## config.mk

```make
export PLATFORM = sky130hd
export DESIGN_NAME = gf_mulx_unit
export DESIGN_NICKNAME = d
export VERILOG_FILES = /design/src/rtl/gf_pkg.sv /design/src/rtl/gf_xtime.sv /design/src/rtl/gf_mul_ctrl.sv /design/src/rtl/gf_mul_acc.sv /design/src/rtl/gf_mulx_unit.sv
export SDC_FILE = /design/constraint.sdc
export NUM_CORES = 1
export LEC_CHECK = 0
export BUFFER_PORTS_ARGS = -buffer_cell sky130_fd_sc_hd__buf_4
export CAP_MARGIN = 25
export CORE_UTILIZATION = 51
export DETAILED_ROUTE_END_ITERATION = 8
export GPL_ROUTABILITY_DRIVEN = 0
export PLACE_DENSITY = 0.78
export SLEW_MARGIN = 25
export SYNTH_ARGS = -nofsm -noshare
export SYNTH_HDL_FRONTEND = slang
export SYNTH_SLANG_ARGS = --single-unit
```

## constraint.sdc

```tcl
create_clock -name clk -period 1.81 [get_ports clk]
set_clock_uncertainty 0.15 [all_clocks]
set_input_delay 0.0905 -clock clk [delete_from_list [all_inputs] [get_ports clk]]
set_output_delay 0.0905 -clock clk [all_outputs]
set_load 0.05 [all_outputs]
```

## src/rtl/gf_pkg.sv

```systemverilog
package gf_pkg;
  typedef enum logic {ST_IDLE = 1'b0, ST_RUN = 1'b1} gf_state_e;
  localparam int unsigned GF_DEF_W    = 8;
  localparam int unsigned GF_DEF_POLY = 32'h1D;
endpackage

```

## src/rtl/gf_xtime.sv

```systemverilog
module gf_xtime #(
  parameter int unsigned W    = 8,
  parameter int unsigned POLY = 32'h1D
) (
  input  logic [W-1:0] a,
  output logic [W-1:0] y
);
  localparam logic [W-1:0] P = POLY[W-1:0];

  // Per-bit XOR wiring: shifted bit plus reduction tap keyed on the old MSB.
  for (genvar i = 0; i < W; i++) begin : g_bit
    if (i == 0) begin : g_lsb
      assign y[0] = a[W-1] & P[0];
    end else begin : g_up
      assign y[i] = a[i-1] ^ (a[W-1] & P[i]);
    end
  end

  // with a clear MSB nothing can be folded into bit 0
  always_comb begin
    assert_xtime_lsb_R1: assert (a[W-1] || (y[0] == 1'b0));
  end
endmodule

```

## src/rtl/gf_mul_ctrl.sv

```systemverilog
module gf_mul_ctrl
  import gf_pkg::*;
#(
  parameter int unsigned W = 8
) (
  input  logic clk,
  input  logic rst,
  input  logic start,
  output logic load,
  output logic step,
  output logic last,
  output logic done
);
  localparam int unsigned CW = (W > 1) ? $clog2(W) : 1;
  localparam logic [CW-1:0] LAST_IDX = CW'(W - 1);

  gf_state_e     st;
  logic [CW-1:0] cnt;

  assign load = (st == ST_IDLE) && start;
  assign step = (st == ST_RUN);
  assign last = step && (cnt == LAST_IDX);

  always_ff @(posedge clk) begin
    if (rst) begin
      st   <= ST_IDLE;
      cnt  <= '0;
      done <= 1'b0;
    end else begin
      done <= 1'b0;
      if (load) begin
        st  <= ST_RUN;
        cnt <= '0;
      end else if (step) begin
        cnt <= cnt + 1'b1;
        if (last) begin
          st   <= ST_IDLE;
          done <= 1'b1;
        end
      end
    end
  end

  assert_done_pulse_R4: assert property (@(posedge clk) disable iff (rst)
    done |=> !done);

  assert_done_after_run_R4: assert property (@(posedge clk) disable iff (rst)
    done |-> $past(st == ST_RUN));

  assert_busy_ignores_start_R5: assert property (@(posedge clk) disable iff (rst)
    (st == ST_RUN && cnt != LAST_IDX) |=> (st == ST_RUN && cnt == $past(cnt) + 1'b1));
endmodule

```

## src/rtl/gf_mul_acc.sv

```systemverilog
module gf_mul_acc #(
  parameter int unsigned W    = 8,
  parameter int unsigned POLY = 32'h1D
) (
  input  logic         clk,
  input  logic         rst,
  input  logic         load,
  input  logic         step,
  input  logic         last,
  input  logic [W-1:0] a_in,
  input  logic [W-1:0] b_in,
  output logic [W-1:0] product
);
  logic [W-1:0] a_q, b_q, acc, acc_x, acc_nx;

  gf_xtime #(.W(W), .POLY(POLY)) xt_acc_i (.a(acc), .y(acc_x));

  assign acc_nx = acc_x ^ (b_q[W-1] ? a_q : '0);

  always_ff @(posedge clk) begin
    if (rst) begin
      a_q     <= '0;
      b_q     <= '0;
      acc     <= '0;
      product <= '0;
    end else begin
      if (load) begin
        a_q <= a_in;
        b_q <= b_in;
        acc <= '0;
      end else if (step) begin
        acc <= acc_nx;
        b_q <= {b_q[W-2:0], 1'b0};
        if (last) product <= acc_nx;
      end
    end
  end

  assert_product_hold_R7: assert property (@(posedge clk) disable iff (rst)
    !last |=> $stable(product));
endmodule

```

## src/rtl/gf_mulx_unit.sv

```systemverilog
module gf_mulx_unit #(
  parameter int unsigned W    = gf_pkg::GF_DEF_W,
  parameter int unsigned POLY = gf_pkg::GF_DEF_POLY
) (
  input  logic         clk,
  input  logic         rst,
  input  logic         start,
  input  logic [W-1:0] op_a,
  input  logic [W-1:0] op_b,
  output logic [W-1:0] product,
  output logic         done,
  input  logic [W-1:0] xt_in,
  output logic [W-1:0] xt_out
);
  logic load, step, last;

  gf_mul_ctrl #(.W(W)) ctrl_i (
    .clk(clk), .rst(rst), .start(start),
    .load(load), .step(step), .last(last), .done(done)
  );

  gf_mul_acc #(.W(W), .POLY(POLY)) acc_i (
    .clk(clk), .rst(rst), .load(load), .step(step), .last(last),
    .a_in(op_a), .b_in(op_b), .product(product)
  );

  gf_xtime #(.W(W), .POLY(POLY)) xt_port_i (.a(xt_in), .y(xt_out));
endmodule

```

## Yosys cells after proc, flatten, opt, wreduce, memory -nomap -nowiden

Cells that the tools add are included.
W data, S select, Z words.

- Muxes and demuxes: 7
- $add $sub $neg: 1
- Bitwise logic cells: 9
- Eq/ne operators: 1
- Reductions and logical operators: 6

Operators by type and width:

| cell | number |
|---|---|
| $mux W8 | 3 |
| $xor A8 B8 Y8 | 1 |
| $xor A1 B1 Y1 | 6 |
| $mux W1 | 4 |
| $add A3 B1 Y3 const B | 1 |
| $eq A3 B3 Y1 const B | 1 |
| $reduce_and A3 Y1 | 1 |
| $reduce_or A3 Y1 | 1 |
| $logic_and A1 B1 Y1 | 2 |
| $not A1 Y1 | 2 |
| $reduce_bool A2 Y1 | 1 |
| $reduce_or A2 Y1 | 1 |

- Input port bits: 27
- Flip-flop bits (word level): 37
- Output and inout bits: 17
- Word-level logic and storage cells: 31

## Logic depth before layout (Yosys ltp)

- Depth after elaboration: 5
- Mapped depth: 5
- Mapped depth without buffers: 5

## Hierarchy

From an unflattened synthesis, not the netlist that was laid out.

- Cells, all modules: 170
- Area, all modules: 1694.1 µm²

By module, submodules not included:

| module | times used | sequential area each (µm²) | cells an instance | area each (µm²) |
|---|---|---|---|---|
| gf_mul_acc | 1 | 640.6 | 133 | 1348.8 |
| gf_mul_ctrl | 1 | 100.1 | 21 | 217.7 |
| gf_xtime | 2 | 0.0 | 8 | 63.8 |

## Least setup slack after synthesis

OpenSTA, ideal clock, no wires.

- Path kind: register to register
- Start: register ctrl_i.cnt[0]
- End: register acc_i.product[2]
- Clock period less this slack: 1.347 ns
- Data required time: 1.590 ns
- Arrival time: 1.128 ns
- Path buffers: 0
- Stages on the path, launching flop included: 6
- Setup slack: 0.463 ns
- Library setup time: 0.070 ns
- Cells stage by stage: dfxtp_1 > ha_1 > ha_1 > a21oi_2 > nand2_1 > o21ai_1

- Word-level cells in the longest chain between the ends: 3

Ends and longest elaborated chain:

| what | RTL line | source |
|---|---|---|
| start: declaration | gf_mul_ctrl.sv:18 | `logic [CW-1:0] cnt;` |
| start signal: assignment | gf_mul_ctrl.sv:35 | `cnt <= cnt + 1'b1;` |
| $eq A3 B3 Y1 | gf_mul_ctrl.sv:22 | `assign last = step && (cnt == LAST_IDX);` |
| $logic_and A1 B1 Y1 | gf_mul_ctrl.sv:22 |  |
| $reduce_and A3 Y1 (no line) | n/a |  |
| end signal: assignment | gf_mul_acc.sv:34 | `if (last) product <= acc_nx;` |
| end: declaration | gf_mul_acc.sv:12 | `output logic [W-1:0] product` |

No other way between the ends.
A chain may end at the register's enable or synchronous reset.

## Worst setup path after layout

- Start: register ctrl_i.st (netlist: ctrl_i.step)
- End: register acc_i.b_q[0]

- Word-level cells in the longest chain between the ends: 3
- Elaborated cells between the ends (all ways): 4
- Those cells by class: mux (1); bitwise (1); reduce/logical (2)

Ends and longest elaborated chain:

| what | RTL line | source |
|---|---|---|
| start: declaration | gf_mul_ctrl.sv:17 | `gf_state_e st;` |
| start signal: assignment | gf_mul_ctrl.sv:26 | `st <= ST_IDLE;` |
| start signal: assignment | gf_mul_ctrl.sv:32 | `st <= ST_RUN;` |
| start signal: assignment | gf_mul_ctrl.sv:37 | `st <= ST_IDLE;` |
| $not A1 Y1 (no line) | n/a |  |
| $logic_and A1 B1 Y1 | gf_mul_ctrl.sv:20 | `assign load = (st == ST_IDLE) && start;` |
| $mux W8 or $reduce_bool A2 Y1 (tied branches) | n/a |  |
| end signal: assignment | gf_mul_acc.sv:29 | `b_q <= b_in;` |
| end signal: assignment | gf_mul_acc.sv:33 | `b_q <= {b_q[W-2:0], 1'b0};` |
| end: declaration | gf_mul_acc.sv:14 | `logic [W-1:0] a_q, b_q, acc, acc_x, acc_nx;` |

Parallel ways exist; a longest one is shown, timed or not.

==> impl_metrics.csv <==
group,metric,value,unit
outcome,status,"complete, but fails checks",
outcome,violations,"negative hold slack",
setup_path,endpoint_kind,"flop",
cells_and_area,areaGrowthSynthToFinish,26.0,%
placement,port_buffers,35,
yosys,synth_top_area_share,45.0,%
cells_and_area,instances_no_fill,260,
clock_tree,cts_root_buf,"clkbuf_4",
clock_tree,cts_buffers,5,
floorplan,die_area,3460,sq um
timing,fmax,581,MHz
floorplan,core-area,3050,sq um
timing,rsz0062_at_grt,"false",
yosys,yosys_warnings,0,
route,drtPass1Iterations,4,
timing,final_max_slew_viol_count,0,
yosys,syn-num-nets,199,
cells_and_area,final_util,68.0,%
power,powerDensity,765,nW/um^2
cells_and_area,drive_gt1_share,27.3,%
timing,worstMarginPinSlew,415,ps
setup_path,reg2reg_depth,4,
setup_path,r2r-start,"ctrl_i.step",
route,vias,1280,
global_route,overflow,0,
power,p_total,1.59,mW
global_route,grt_pass1_wl,5.55,mm
floorplan,fp.dieW,58.8,um
timing,hold_viol_final,1,
floorplan,die_h,58.8,um
power,p_int,1.17,mW
setup_path,critPathRequiredTime,1890,ps
cells_and_area,postLayoutCellArea,2080,sq um
floorplan,rows,20,
yosys,yosysTopAreaCell,"dfxtp_1",
power,power_frac_comb,17.3,%
min_path,min_path_cells,4,
cells_and_area,layout.nets,245,
route,ant_nets,0,
yosys,synth_edf_count,0,
global_route,grt_pass1_vias,1306,
placement,dp.cells,235,
route,vias_per_cell,4.92,
placement,hpwl,2.31,mm
run,cap_violations,0,
cells_and_area,fillerInstances,256,
timing,setup-tns-final,0,ps
clock_tree,clock-sinks,37,
floorplan,io_pins,44,
route,drc_errors,0,
power,leakagePower,0.861,nW
clock_tree,cts_tree,"done",
yosys,syn_inst,170,
setup_path,regToRegEndpoint,"acc_i.b_q[0]",
cells_and_area,n_antenna_cell,0,
yosys,avgSynthCellArea,9.69,sq um
global_route,grt.total_usage,22.2,%
min_path,hold_end,"acc_i.b_q[6]",
route,initialDrtViolationCount,35,
power,p_seq_share,54.8,%
yosys,async_flop_share,0,%
global_route,antenna_found_initial,0,
min_path,min-delay-start,"op_b[6]",
route,routed_wl,3.46,mm
yosys,netlist_area,1650,sq um
clock_tree,cts_max_level,2,
yosys,seq_area_frac_synth,45.0,%
setup_path,critPathMaxFanout,22,
timing,fin_crit,1720,ps
min_path,hp-class,"in2reg",
timing,setup_viol,0,
yosys,synth.distinct_cells,25,
timing,fin_crit_sh,95.0,%
setup_path,worstSetupPathType,"reg2reg",
yosys,synth_flop_cell,"dfxtp_1",
setup_path,cp-start-kind,"flop",
clock_tree,clk_pin_slew,100,ps
clock_tree,clkLatencyLatePin,340,ps
yosys,yosysMostFrequentCell,"dfxtp_1",
placement,placed_area,1840,sq um
yosys,synthTopCellsByCount,"dfxtp_1, nand2_1, nor2_1",
timing,whs,-2.19,ps
global_route,grt_max_degree,23,
power,clockPowerShare,27.8,%
power,p_sw,0.421,mW
yosys,ys_ff_latch,37,
setup_path,reg2reg_setup_slack,90,ps
power,p_sw_share,26.5,%
clock_tree,clockBufferDepth,2,
floorplan,initial_utilization,54.0,%
setup_path,worstPathArrival,1800,ps
yosys,synth_area_leaders,"dfxtp_1, nand2_1, mux2i_1, buf_6, mux2_2",
route,wire_per_inst,13.3,um
power,ir_drop,0.440,mV
timing,relSlewSlack,72.3,%
==> cells by family (layout without fill, tap and decap cells) <==
| kind of cell | after synthesis | in the layout | share of synthesized area [%] |
|---|---|---|---|
| buffers and inverters | 17 | 63 | 8.96 |
| multiplexers | 17 | 17 | 10.9 |
| XOR/XNOR | 15 | 15 | 7.97 |
| AO/OA/AOI/OAI | 26 | 26 | 10.8 |
| adder cells (fa/ha/maj) | 2 | 2 | 1.52 |
| AND/OR/NAND/NOR | 56 | 56 | 15.0 |
| flip-flops | 37 | 37 | 45.0 |
==> worst max-delay path by stage <==
stage | slack [ps] | endpoint | start | cells past startpoint
2_1_floorplan | 460 | acc_i.product[2] | ctrl_i.cnt[0] | 5
3_3_place_gp | 420 | acc_i.product[4] | ctrl_i.cnt[0] | 5
3_5_place_dp | 290 | acc_i.product[1] | ctrl_i.cnt[0] | 5
4_1_cts | 60 | acc_i.b_q[0] | ctrl_i.step | 4
5_1_grt | 20 | acc_i.b_q[0] | ctrl_i.step | 4
6_report | 90 | acc_i.b_q[0] | ctrl_i.step | 4
==> registers in the layout (all words and copies together), names as in the netlist <==
signal	count
acc_i.a_q	8
acc_i.acc	8
acc_i.b_q	8
acc_i.product	8
ctrl_i.cnt	3
ctrl_i.done	1
ctrl_i.step	1
==> power by group through the flow <==
stage          Combinational (mW)  Sequential [mW]  Clock (mW)
2_1_floorplan               0.215            0.879           0
3_3_place_gp                0.229            0.887           0
3_5_place_dp                0.239            0.888           0
4_1_cts                     0.270            0.870       0.447
5_1_grt                     0.295            0.875       0.487
6_report                    0.276            0.871       0.442
==> per-layer routing <==
layer	track usage [%]	vias to the layer above	wire length [um]
li1	-	646	-
met1	23.3	588	1440
met2	41.7	39	1810
met3	7.47	7	168
met4	6.12	0	43
met5	0	-	0
==> critical path: stages (launching register included) <==
cell and delay, ps:
dfxtp_1 370, buf_6 230, buf_4 230, nor3_1 80, dlygate4sd3_1 560
==> timing repair <==
action	4_1_cts	5_1_grt
gates resized for setup	0	1
hold buffers	18	0
buffers inserted	0	0
setup endpoints to repair	0	1
hold endpoints to repair	17	0
==> per-stage QoR <==
| stage | hold WS, ps | setup WS [ps] |
|---|---|---|
| floorplan | 73.9 | 463 |
| global placement | 31.6 | 422 |
| detailed placement | 31.6 | 292 |
| CTS | 0.294 | 59.8 |
| global route | 12.3 | 20.4 |
| finish | -2.19 | 89.7 |
==> cell usage in the layout (no fill, tap or decap), types with 2 or more instances in the layout <==
cell / n
a211oi_2: 5
a21oi_1: 8
buf_4: 36
clkbuf_4: 5
dfxtp_1: 37
dlygate4sd3_1: 18
ha_1: 2
mux2_2: 7
mux2i_1: 10
nand2_1: 32
nand2b_1: 5
nor2_1: 15
o21ai_0: 5
o21ai_1: 3
o22ai_1: 3
xnor2_1: 7
xor2_1: 8
==> final cells by class <==
cell class	instances	area (sq um)	area share, %
multi-input cells	116	759	36.6
flip-flops and latches	37	741	35.7
repair buffers	55	462	22.2
clock buffers	7	55.1	2.65
well taps	44	55.1	2.65
inverters	1	3.75	0.181
Power figures use the tool's default switching activity.
